File: config.mk
export PLATFORM = sky130hd
export DESIGN_NAME = clkdiv_even
export DESIGN_NICKNAME = d
export VERILOG_FILES = /design/src/rtl/clkdiv_pkg.sv /design/src/rtl/div_cfg_regs.sv /design/src/rtl/div_half_timer.sv /design/src/rtl/div_out_select.sv /design/src/rtl/clkdiv_even.sv
export SDC_FILE = /design/constraint.sdc
export NUM_CORES = 1
export LEC_CHECK = 0
export BUFFER_PORTS_ARGS = -buffer_cell sky130_fd_sc_hd__buf_2
export CORE_MARGIN = 3
export CORE_UTILIZATION = 44
export DETAILED_ROUTE_END_ITERATION = 16
export GPL_ROUTABILITY_DRIVEN = 1
export PLACE_DENSITY = 0.71
export SYNTH_ARGS = -nofsm -noshare
export SYNTH_HDL_FRONTEND = slang
export SYNTH_HIERARCHICAL = 1
export SYNTH_SLANG_ARGS = --single-unit
File: constraint.sdc
create_clock -name osc_clk -period 2.7 [get_ports osc_clk]
set_input_delay 0.54 -clock osc_clk [delete_from_list [all_inputs] [get_ports osc_clk]]
set_output_delay 0.54 -clock osc_clk [all_outputs]
set_load 0.01 [all_outputs]
File: src/rtl/clkdiv_pkg.sv
package clkdiv_pkg;

  // Output source selection
  typedef enum logic {
    OUT_PASS = 1'b0,
    OUT_DIV  = 1'b1
  } out_src_e;

endpackage

File: src/rtl/div_cfg_regs.sv
module div_cfg_regs #(
  parameter int DIV_W = 8
) (
  input  logic             clk,
  input  logic             rst,
  input  logic             div_wr,
  input  logic [DIV_W-1:0] div_wdata,
  input  logic             lp_wr,
  input  logic             lp_wdata,
  output logic [DIV_W-1:0] pend_o,
  output logic             lp_o
);

  logic [DIV_W-1:0] pend_q;
  logic             lp_q;

  always_ff @(posedge clk) begin
    if (rst) begin
      pend_q <= '0;
      lp_q   <= 1'b0;
    end else begin
      if (div_wr) pend_q <= div_wdata;
      if (lp_wr)  lp_q   <= lp_wdata;
    end
  end

  assign pend_o = pend_q;
  assign lp_o   = lp_q;

  AST_LP_HOLD: assert property (@(posedge clk) disable iff (rst) !lp_wr |=> $stable(lp_q));
  AST_PEND_HOLD: assert property (@(posedge clk) disable iff (rst) !div_wr |=> $stable(pend_q));

endmodule

File: src/rtl/div_half_timer.sv
module div_half_timer #(
  parameter int DIV_W = 8
) (
  input  logic             clk,
  input  logic             rst,
  input  logic [DIV_W-1:0] pend_i,
  output logic             div_o,
  output logic             mode_o,
  output logic             en_o
);

  localparam logic [DIV_W-1:0] ONE = DIV_W'(1);

  logic [DIV_W-1:0] ratio_q, ratio_n;
  logic [DIV_W-1:0] cnt_q, cnt_n;
  logic             div_q, div_n;
  logic             mode_q, mode_n;
  logic             en_q, en_n;
  logic             last;

  assign last = (cnt_q == ratio_q - ONE);

  always_comb begin
    ratio_n = ratio_q;
    cnt_n   = cnt_q;
    div_n   = div_q;
    mode_n  = mode_q;
    if (!mode_q) begin
      // pass-through: leave it as soon as a nonzero divisor is pending
      if (pend_i != '0) begin
        mode_n  = 1'b1;
        ratio_n = pend_i;
        cnt_n   = '0;
        div_n   = 1'b0;
      end
    end else if (last) begin
      cnt_n = '0;
      if (div_q) begin
        div_n = 1'b0;
      end else if (pend_i == '0) begin
        mode_n = 1'b0;
        div_n  = 1'b0;
      end else begin
        div_n   = 1'b1;
        ratio_n = pend_i;
      end
    end else begin
      cnt_n = cnt_q + ONE;
    end
    en_n = !mode_q || (div_n && !div_q);
  end

  always_ff @(posedge clk) begin
    if (rst) begin
      ratio_q <= '0;
      cnt_q   <= '0;
      div_q   <= 1'b0;
      mode_q  <= 1'b0;
      en_q    <= 1'b0;
    end else begin
      ratio_q <= ratio_n;
      cnt_q   <= cnt_n;
      div_q   <= div_n;
      mode_q  <= mode_n;
      en_q    <= en_n;
    end
  end

  assign div_o  = div_q;
  assign mode_o = mode_q;
  assign en_o   = en_q;

  AST_CNT_IN_RANGE: assert property (@(posedge clk) disable iff (rst) mode_q |-> (ratio_q != '0 && cnt_q < ratio_q));
  AST_EN_AT_RISE: assert property (@(posedge clk) disable iff (rst) (mode_q && !div_q) |=> (en_q == div_q));
  AST_EN_LOW_IN_HIGH: assert property (@(posedge clk) disable iff (rst) (mode_q && div_q) |=> !en_q);
  AST_PASS_EN: assert property (@(posedge clk) disable iff (rst) !mode_q |=> en_q);
  AST_RATIO_FROZEN: assert property (@(posedge clk) disable iff (rst) (mode_q && (div_q || !last)) |=> $stable(ratio_q));
  AST_PASS_DIV_LOW: assert property (@(posedge clk) disable iff (rst) !mode_q |-> !div_q);

endmodule

File: src/rtl/div_out_select.sv
module div_out_select
  import clkdiv_pkg::*;
(
  input  logic clk,
  input  logic rst,
  input  logic div_i,
  input  logic mode_i,
  output logic clk_o
);

  out_src_e sel_q;

  // updated on the falling edge, and only while the divided level is low
  always_ff @(negedge clk) begin
    if (rst) begin
      sel_q <= OUT_PASS;
    end else if (!div_i) begin
      sel_q <= mode_i ? OUT_DIV : OUT_PASS;
    end
  end

  assign clk_o = (sel_q == OUT_DIV) ? div_i : clk;

  AST_SEL_SWITCH_LOW: assert property (@(negedge clk) disable iff (rst) !$stable(sel_q) |-> !$past(div_i));

endmodule

File: src/rtl/clkdiv_even.sv
module clkdiv_even #(
  parameter int DIV_W = 8
) (
  input  logic             osc_clk,
  input  logic             rst,
  input  logic             div_wr,
  input  logic [DIV_W-1:0] div_wdata,
  input  logic             lp_wr,
  input  logic             lp_wdata,
  output logic             core_clk,
  output logic             core_clk_en,
  output logic             lp_sel
);

  logic [DIV_W-1:0] pend;
  logic             div_lvl;
  logic             div_mode;

  div_cfg_regs #(.DIV_W(DIV_W)) u_regs (
    .clk       (osc_clk),
    .rst       (rst),
    .div_wr    (div_wr),
    .div_wdata (div_wdata),
    .lp_wr     (lp_wr),
    .lp_wdata  (lp_wdata),
    .pend_o    (pend),
    .lp_o      (lp_sel)
  );

  div_half_timer #(.DIV_W(DIV_W)) u_timer (
    .clk    (osc_clk),
    .rst    (rst),
    .pend_i (pend),
    .div_o  (div_lvl),
    .mode_o (div_mode),
    .en_o   (core_clk_en)
  );

  div_out_select u_sel (
    .clk    (osc_clk),
    .rst    (rst),
    .div_i  (div_lvl),
    .mode_i (div_mode),
    .clk_o  (core_clk)
  );

endmodule

Word level (Yosys, flattened, before mapping). Cells that the tools add are included.

Add/sub/neg operators: 2. Eq/ne operators: 4. Mux-type cells: 19. Reductions and logical operators: 8.

Operator list (number): 2-to-1 mux 8 bit (8); 2-to-1 mux 1 bit (11); adder 8 x 1 -> 8 bit, second input constant (1); == test 8 bit (1); logical NOT 8 bit (1); nonzero test 8 bit (1); subtractor 8 x 1 -> 8 bit, second input constant (1); inequality test 2 bit, second input constant (3); AND reduction 4 bit (1); logical NOT 1 bit (2); nonzero test 2 bit (1); logical AND 1 bit (1); logical OR 1 bit (1).

Register bits: 29. Input port bits: 13. Word-level logic and storage cells: 41.

Logic depth before layout (Yosys ltp). Gate-level depths: netlist of run 1.

Word-level depth: 7. Mapped depth: 9.

Cells and area by module. Netlist of run 1, hierarchy kept.

By module, submodules not included: div_half_timer (times used 1, cells each 140, area an instance 1193.6 µm², seq. area each 380.4 µm²); div_cfg_regs (times used 1, cells each 29, area an instance 320.3 µm², seq. area each 180.2 µm²); div_out_select (times used 1, cells each 6, area an instance 47.5 µm², seq. area each 20.0 µm²).

==> results of run 1 <==
-- synth_stat cells (5+ instances only) --
library cell  count
nor3_1            5
clkbuf_1          5
nand2b_1         16
inv_1             6
xnor2_1           6
nor2_1           16
mux2i_1          16
nand2_1          11
dfxtp_1          29
-- per-layer routing --
layer	vias up	GRT usage	routed length [um]
met2	22	0.269	1550
li1	665	-	-
met3	7	0.0479	101
met1	615	0.185	1440
met4	0	0.0907	72
met5	-	0	0
-- state kept, by name (all words and copies together), names as in the netlist --
name,count
u_regs/lp_o,1
u_regs/pend_o,8
u_sel/sel_q,1
u_timer/cnt_q,8
u_timer/div_o,1
u_timer/en_o,1
u_timer/mode_o,1
u_timer/ratio_q,8
-- worst max-delay path: stages, from the launching register on --
cell and delay (ns):
dfxtp_2 0.34, nand2_2 0.06, o21ai_2 0.05, buf_2 0.13
-- cells by family after synthesis --
group | Yosys count
mux | 16
flops | 29
xor+xnor | 10
fa+ha+maj | 2
simple gates | 81
buf+inv | 15
compound gates | 22
-- power breakdown --
group          switching, mW  internal (mW)
clock network          0.187          0.174
registers             0.0186          0.447
logic                 0.0694         0.0665
total                  0.275          0.688
-- area by class of cell --
type / count / area (um^2)
well taps: 46 / 57.6
clock inverters: 3 / 12.5
inverters: 5 / 18.8
clock buffers: 8 / 71.3
fillers: 316 / 1600
flip-flops and latches: 29 / 582
multi-input cells: 131 / 913
repair buffers: 23 / 138
-- cells in the final DEF (no fill, tap or decap), types with 2 or more instances in the layout --
| cell type | count |
|---|---|
| and3_1 | 2 |
| nand4b_1 | 3 |
| ha_1 | 2 |
| o21ai_0 | 3 |
| o211ai_1 | 3 |
| nor3_1 | 5 |
| o311ai_1 | 2 |
| a21oi_1 | 4 |
| or4_1 | 3 |
| nand3_1 | 4 |
| nand3b_1 | 4 |
| dfxtp_1 | 28 |
| nand2b_1 | 16 |
| or3b_2 | 2 |
| nor2b_1 | 3 |
| nor4_1 | 2 |
| nand4_1 | 2 |
| or2_2 | 2 |
| mux2i_1 | 16 |
| xnor2_1 | 6 |
| buf_4 | 9 |
| inv_1 | 7 |
| xor2_1 | 4 |
| nor2_1 | 16 |
| clkbuf_4 | 5 |
| nand2_1 | 10 |
| buf_2 | 15 |
-- through the flow --
step | setup slack (ns) | power [mW] | hold slack (ns) | util
6_report | -0.158 | 0.963 | 0.440 | 0.529
5_1_grt | -0.205 | 1.01 | 0.461 | 0.529
4_1_cts | -0.167 | 0.966 | 0.437 | 0.526
3_5_place_dp | 0.149 | 0.640 | 0.479 | 0.494
3_3_place_gp | 0.236 | 0.633 | 0.462 | 0.494
2_1_floorplan | 0.234 | 0.596 | 0.446 | -
-- timing repair --
| action | CTS | global route |
|---|---|---|
| pin swaps | 0 | 1 |
| gates resized for setup | 3 | 1 |
| setup buffers | 4 | 1 |
| hold buffers | 0 | 0 |
| endpoints found under the setup margin | 1 | 3 |
-- path summary, 6_finish.rpt --
path                                    from  cells after the start                               to  slack, ns
max                 u_sel/sel_q$_SDFFE_NP0N_                      3                         core_clk      -0.16
min reg2reg  u_timer/ratio_q[7]$_SDFFE_PP0P_                      2  u_timer/ratio_q[7]$_SDFFE_PP0P_       0.50
min                             div_wdata[7]                      3    u_regs/pend_o[7]$_SDFFE_PP0P_       0.44
max reg2reg         u_timer/div_o$_SDFF_PP0_                      7         u_sel/sel_q$_SDFFE_NP0N_       0.11
==> results.toml, run 1 <==
[run_status]
outcome = "finished, violations left"
violations = "setup timing"

[placement]
place.gp.congestion = 0.802
place_inst = 231
port_buffers = 15
place_area_um2 = 1670
place_hpwl_um = 2220

[setup_path]
path_class = "register to output port"
start_kind = "register"
end_kind = "output port"
required_ns = 2.16
cp.arrival_ns = 2.32
path_max_fanout = 2

[cells_and_area]
finalInstanceArea_um2 = 1790
diodes = 0
area_delta_synth_final_pct = 14.8
stdcell_count = 245
layout.nets = 213
drive_gt1_frac = 0.211

[grt]
antenna_found_initial = 0
grt_pass1_vias = 1252
grt_pass1_wl_um = 5370
overflow = 0
grt_max_degree = 37
grtUsageTotal = 0.162

[route]
dr.pass1.iters = 4
via_per_inst = 5.34
drt-total-wl_um = 3170
drtAntennaViolNets = 0
wl_per_cell_um = 12.9
drc = 0
dr.first_iter.drc_count = 33
vias = 1309

[floorplanning]
fp.dieH_um = 65.6
start_util = 0.461
fp-row-count = 21
die_w_um = 65.6
core_area_um2 = 3390
fp.dieArea_um2 = 4300
ios = 16

[logic_synthesis]
syn_inst = 175
synthXorXnorAreaFrac = 0.0561
avgSynthCellArea_um2 = 8.92
ys_async_sr_fraction = 0
synth-seq-cells = 29
synth_area_leader_cell = "dfxtp_1"
netlist_area_um2 = 1560
synth-simple-area-share = 0.300
synth_top_family_by_area = "simple AND/OR/NAND/NOR gates"
ys_top_cells_by_area = "dfxtp_1 37%, mux2i_1 10%, nand2b_1 6.4%"
synth_compound_area_frac = 0.106
yosysUniqueCellTypes = 42
synthFlopType = "dfxtp_1"
synth_mux_area_frac = 0.103
syn_nets = 190
yosys_warnings = 6
seq_area_frac_synth = 0.372
synthAdderAreaFrac = 0.0160
synth_edf_count = 0
synth_top_area_frac = 0.372

[power_and_ir_drop]
ir_drop_mv = 0.486
p_leak_nw = 0.720
power_density_nw_per_um2 = 537

[sta]
relSlewSlack = 0.739
finalSetupViolCount = 1
timing.final.ws_setup_ns = -0.158
finalHoldViolCount = 0
tightestPinTransition_ns = 0.392
setup_tns_ns = -0.158
rsz0062_at_grt = "true"
skew_ns = 0.0483
drv_slew = 0

[clocking]
cts_buffers = 5
worst_skew_pair.late_latency_ns = 0.38
clkTransAtPathRegs_ns = 0.09
clock-root-buffer = "clkbuf_4"
h-tree-depth = 2
cts_tree = "built"
clk_path_buf_depth = 2

[hold_path]
hold_path.class = "input port to register"

[flow_run]
cap_violations = 0
No activity file was read; power rests on OpenSTA's default activity.
==> inputs of run 2 (changes only) <==
--- a/config.mk
+++ b/config.mk
@@ -8,6 +8,7 @@
 export BUFFER_PORTS_ARGS = -buffer_cell sky130_fd_sc_hd__buf_2
 export CORE_MARGIN = 3
 export CORE_UTILIZATION = 44
+export CTS_BUF_LIST = sky130_fd_sc_hd__clkbuf_8 sky130_fd_sc_hd__clkbuf_16
 export DETAILED_ROUTE_END_ITERATION = 16
 export GPL_ROUTABILITY_DRIVEN = 1
 export PLACE_DENSITY = 0.71
==> results.toml, run 2 (synthesis results as in run 1) <==
[sta]
drv_slew = 0
relSlewSlack = 0.740
skew_ns = 0.0551
finalHoldViolCount = 0
finalSetupViolCount = 2
timing.final.ws_setup_ns = -0.125
tightestPinTransition_ns = 0.390
hold_slack_ns = 0.493
rsz0062_at_grt = "true"

[hold_path]
min_to = "u_timer/ratio_q[7]$_SDFFE_PP0P_"
hold_start = "u_timer/ratio_q[7]$_SDFFE_PP0P_"
hold_path.class = "register to register"
min_path_cells = 2

[power_and_ir_drop]
power_density_nw_per_um2 = 567
ir_drop_mv = 0.385
p_leak_nw = 0.759

[route]
drt-total-wl_um = 3210
drtAntennaViolNets = 0
drc = 0
wl_per_cell_um = 13.0
dr.pass1.iters = 4
via_per_inst = 5.29
dr.first_iter.drc_count = 33
vias = 1306

[clocking]
cts_tree = "built"
cts_buffers = 5
h-tree-depth = 2
clk_path_buf_depth = 2
clkTransAtPathRegs_ns = 0.06
worst_skew_pair.late_latency_ns = 0.34
clock-root-buffer = "clkbuf_8"

[cells_and_area]
finalInstanceArea_um2 = 1850
stdcell_count = 247
diodes = 0
mostFrequentLayoutCell = "dfxtp_1"
drive_gt1_frac = 0.224
layout.nets = 215
n_fill_cell = 310
area_delta_synth_final_pct = 18.3
layout_common_cells = "27 x dfxtp_1, 16 x mux2i_1, 16 x nor2_1, 16 x nand2b_1, 15 x buf_2"

[floorplanning]
die_w_um = 65.6
fp.dieH_um = 65.6
fp.dieArea_um2 = 4300
fp-row-count = 21
core_area_um2 = 3390
start_util = 0.461
ios = 16

[setup_path]
end_kind = "output port"
worstPathCellList = "nand2_4 > o21ai_2 > buf_2"
path_class = "register to output port"
regToRegSetupSlack_ns = -0.04
r2r_end = "u_sel/sel_q$_SDFFE_NP0N_"
crit_buf_inv = 1
path_delay_family = "flip-flops"
start_kind = "register"
cp.arrival_ns = 2.28
rr_worst_depth = 9
cp_slowest_cell = "dfxtp_2"
path_max_fanout = 2
required_ns = 2.16
cpPeakStageDelay_ns = 0.36
r2r-start = "u_timer/div_o$_SDFF_PP0_"

[placement]
place.gp.congestion = 0.802
port_buffers = 15
place_hpwl_um = 2220
place_inst = 231
place_area_um2 = 1670

[grt]
grt_max_degree = 37
grt_pass1_wl_um = 5440
antenna_found_initial = 0
overflow = 0
grt_pass1_vias = 1283
grtUsageTotal = 0.165

[run_status]
outcome = "finished, violations left"
violations = "setup timing"

[flow_run]
cap_violations = 0
run 2: cell count changes in the layout (fill, tap and decap cells not counted), sizes merged:
cell,delta
buf,+2
clkbuf,-1
inv,+1
run 2: per-stage QoR:
stage,worst slack (ns),utilization,power (mW),TNS [ns]
5_1_grt,-0.164,0.545,1.10,-0.243
2_1_floorplan,0.234,-,0.596,0
3_5_place_dp,0.149,0.494,0.640,0
4_1_cts,-0.113,0.542,1.06,-0.119
6_report,-0.125,0.545,1.05,-0.166
3_3_place_gp,0.236,0.494,0.633,0
run 2: final cells by class:
class | instances | area, um^2 | share of cell area
inverter | 5 | 18.8 | 0.0102
clock buffer | 7 | 98.8 | 0.0535
tap | 46 | 57.6 | 0.0311
clock inverter | 4 | 16.3 | 0.00880
timing repair buffer | 25 | 153 | 0.0826
sequential | 29 | 586 | 0.317
multi-input combinational | 131 | 918 | 0.497
run 2: worst max path at each step:
stage               slack (ns)  cells past startpoint                       startpoint                         endpoint
floorplan                 0.23                      1         u_sel/sel_q$_SDFFE_NP0N_                         core_clk
global placement          0.24                      3         u_sel/sel_q$_SDFFE_NP0N_                         core_clk
detailed placement        0.15                      9  u_timer/ratio_q[0]$_SDFFE_PP0P_  u_timer/ratio_q[0]$_SDFFE_PP0P_
CTS                      -0.11                      3         u_sel/sel_q$_SDFFE_NP0N_                         core_clk
global route             -0.16                      3         u_sel/sel_q$_SDFFE_NP0N_                         core_clk
finish                   -0.12                      3         u_sel/sel_q$_SDFFE_NP0N_                         core_clk
run 2: power breakdown:
part           internal [mW]  switching, mW
Combinational         0.0666         0.0691
Clock                  0.252          0.193
Sequential             0.447         0.0193
run 2: worst reg2reg max path, stage by stage, from the launching register on:
cell     delay, ns
dfxtp_4       0.38
nand2_4       0.06
buf_4         0.13
buf_4         0.12
buf_4         0.12
buf_4         0.12
buf_4         0.12
buf_4         0.12
buf_4         0.12
a21oi_2       0.10
run 2: repair_timing:
action                                  4_1_cts  5_1_grt
cloned                                        0        0
resized for setup                             4        3
endpoints found under the setup margin        1        2
hold buffers                                  0        0
setup buffers                                 7        0
pin swaps                                     0        1
run 2: per-layer routing:
layer  global-route usage  vias to the layer above  part of all wire
met5                    0                        -                 0
met4               0.0933                        0             0.025
met3               0.0462                        7             0.035
met2                0.278                       23              0.50
met1                0.185                      606              0.44
li1                     -                      670                 -
==> inputs of run 3 (changes only) <==
--- a/config.mk
+++ b/config.mk
@@ -12,6 +12,7 @@
 export DETAILED_ROUTE_END_ITERATION = 16
 export GPL_ROUTABILITY_DRIVEN = 1
 export PLACE_DENSITY = 0.71
+export SKIP_CTS_REPAIR_TIMING = 1
 export SYNTH_ARGS = -nofsm -noshare
 export SYNTH_HDL_FRONTEND = slang
 export SYNTH_HIERARCHICAL = 1
==> results.toml, run 3 (synthesis results as in run 1) <==
[floorplanning]
fp.dieH_um = 65.6
core_area_um2 = 3390
ios = 16
start_util = 0.461
fp.dieArea_um2 = 4300
die_w_um = 65.6
fp-row-count = 21

[setup_path]
path_delay_family = "flip-flops"
crit_buf_inv = 1
regToRegSetupSlack_ns = 0.14
start_kind = "register"
path_max_fanout = 2
path_class = "register to output port"
worstPathCellList = "nand2_2 > o21ai_2 > buf_2"
end_kind = "output port"
cpPeakStageDelay_ns = 0.33
cp.arrival_ns = 2.26
cp_slowest_cell = "dfxtp_2"
required_ns = 2.16

[clocking]
h-tree-depth = 2
worst_skew_pair.late_latency_ns = 0.34
clkTransAtPathRegs_ns = 0.06
cts_tree = "built"
clock-root-buffer = "clkbuf_8"
cts_buffers = 5
clk_path_buf_depth = 2

[sta]
relSlewSlack = 0.737
setup_tns_ns = -0.102
tightestPinTransition_ns = 0.394
finalSetupViolCount = 1
drv_slew = 0
timing.final.ws_setup_ns = -0.102
finalHoldViolCount = 0
rsz0062_at_grt = "true"
skew_ns = 0.0580

[route]
vias = 1288
drc = 0
dr.first_iter.drc_count = 33
via_per_inst = 5.34
dr.pass1.iters = 4
drt-total-wl_um = 3100
drtAntennaViolNets = 0
wl_per_cell_um = 12.8

[placement]
place_inst = 231
place.gp.congestion = 0.802
dp_slack_ns = 0.149
port_buffers = 15
place_hpwl_um = 2220

[flow_run]
cap_violations = 0

[run_status]
violations = "setup timing"
outcome = "finished, violations left"

[power_and_ir_drop]
p_leak_nw = 0.721
ir_drop_mv = 0.385
power_density_nw_per_um2 = 582

[cells_and_area]
layout_common_cells = "28 x dfxtp_1, 16 x mux2i_1, 16 x nor2_1, 16 x nand2b_1, 15 x buf_2"
area_delta_synth_final_pct = 14.9
mostFrequentLayoutCell = "dfxtp_1"
multiInputGateArea_um2 = 913
drive_gt1_frac = 0.195
layout.nets = 209
seq_area_um2 = 582
n_fill_cell = 318
stdcell_count = 241
diodes = 0

[grt]
grt_max_degree = 37
grtUsageTotal = 0.160
overflow = 0
antenna_found_initial = 0
grt_pass1_vias = 1241
grt_pass1_wl_um = 5290

[hold_path]
hold_path.class = "register to register"
==> run 3: path summary, 6_finish.rpt <==
kind	start	endpoint	depth (start not counted)
max	u_sel/sel_q$_SDFFE_NP0N_	core_clk	3
min reg2reg	u_timer/ratio_q[7]$_SDFFE_PP0P_	u_timer/ratio_q[7]$_SDFFE_PP0P_	2
max reg2reg	u_timer/ratio_q[0]$_SDFFE_PP0P_	u_timer/ratio_q[0]$_SDFFE_PP0P_	9
min	u_timer/ratio_q[7]$_SDFFE_PP0P_	u_timer/ratio_q[7]$_SDFFE_PP0P_	2
==> run 3: routing by layer <==
| layer | vias up | share of wire | global-route usage |
|---|---|---|---|
| met4 | 0 | 0.025 | 0.0933 |
| met1 | 600 | 0.45 | 0.182 |
| met2 | 23 | 0.49 | 0.267 |
| met3 | 7 | 0.036 | 0.0462 |
| met5 | - | 0 | 0 |
| li1 | 658 | - | - |
==> run 3: tightest hold or removal path, cell delays in order (launching register included) <==
cell	delay, ns
dfxtp_1	0.32
nand2b_1	0.07
o2bb2ai_1	0.06
==> run 3: layout make-up <==
type                            count  share of cell area
Timing Repair Buffer               19              0.0600
Inverter                            5              0.0105
Clock inverter                      4             0.00907
Tap cell                           46              0.0321
Multi-Input combinational cell    131               0.509
Clock buffer                        7              0.0551
Sequential cell                    29               0.324
==> run 3: stage by stage <==
stage / total power [mW] / utilization / hold slack [ns] / instance area [um^2]
2_1_floorplan: 0.596 / - / 0.446 / 1560
3_3_place_gp: 0.633 / 0.494 / 0.462 / 1670
3_5_place_dp: 0.640 / 0.494 / 0.479 / 1670
4_1_cts: 1.05 / 0.525 / 0.484 / 1780
5_1_grt: 1.10 / 0.529 / 0.521 / 1790
6_report: 1.04 / 0.529 / 0.491 / 1790
==> run 3: power breakdown <==
part	switching, mW	internal (mW)	leakage (nW)
registers	0.0186	0.448	0.237
clock network	0.192	0.250	0.0718
logic	0.0691	0.0665	0.411
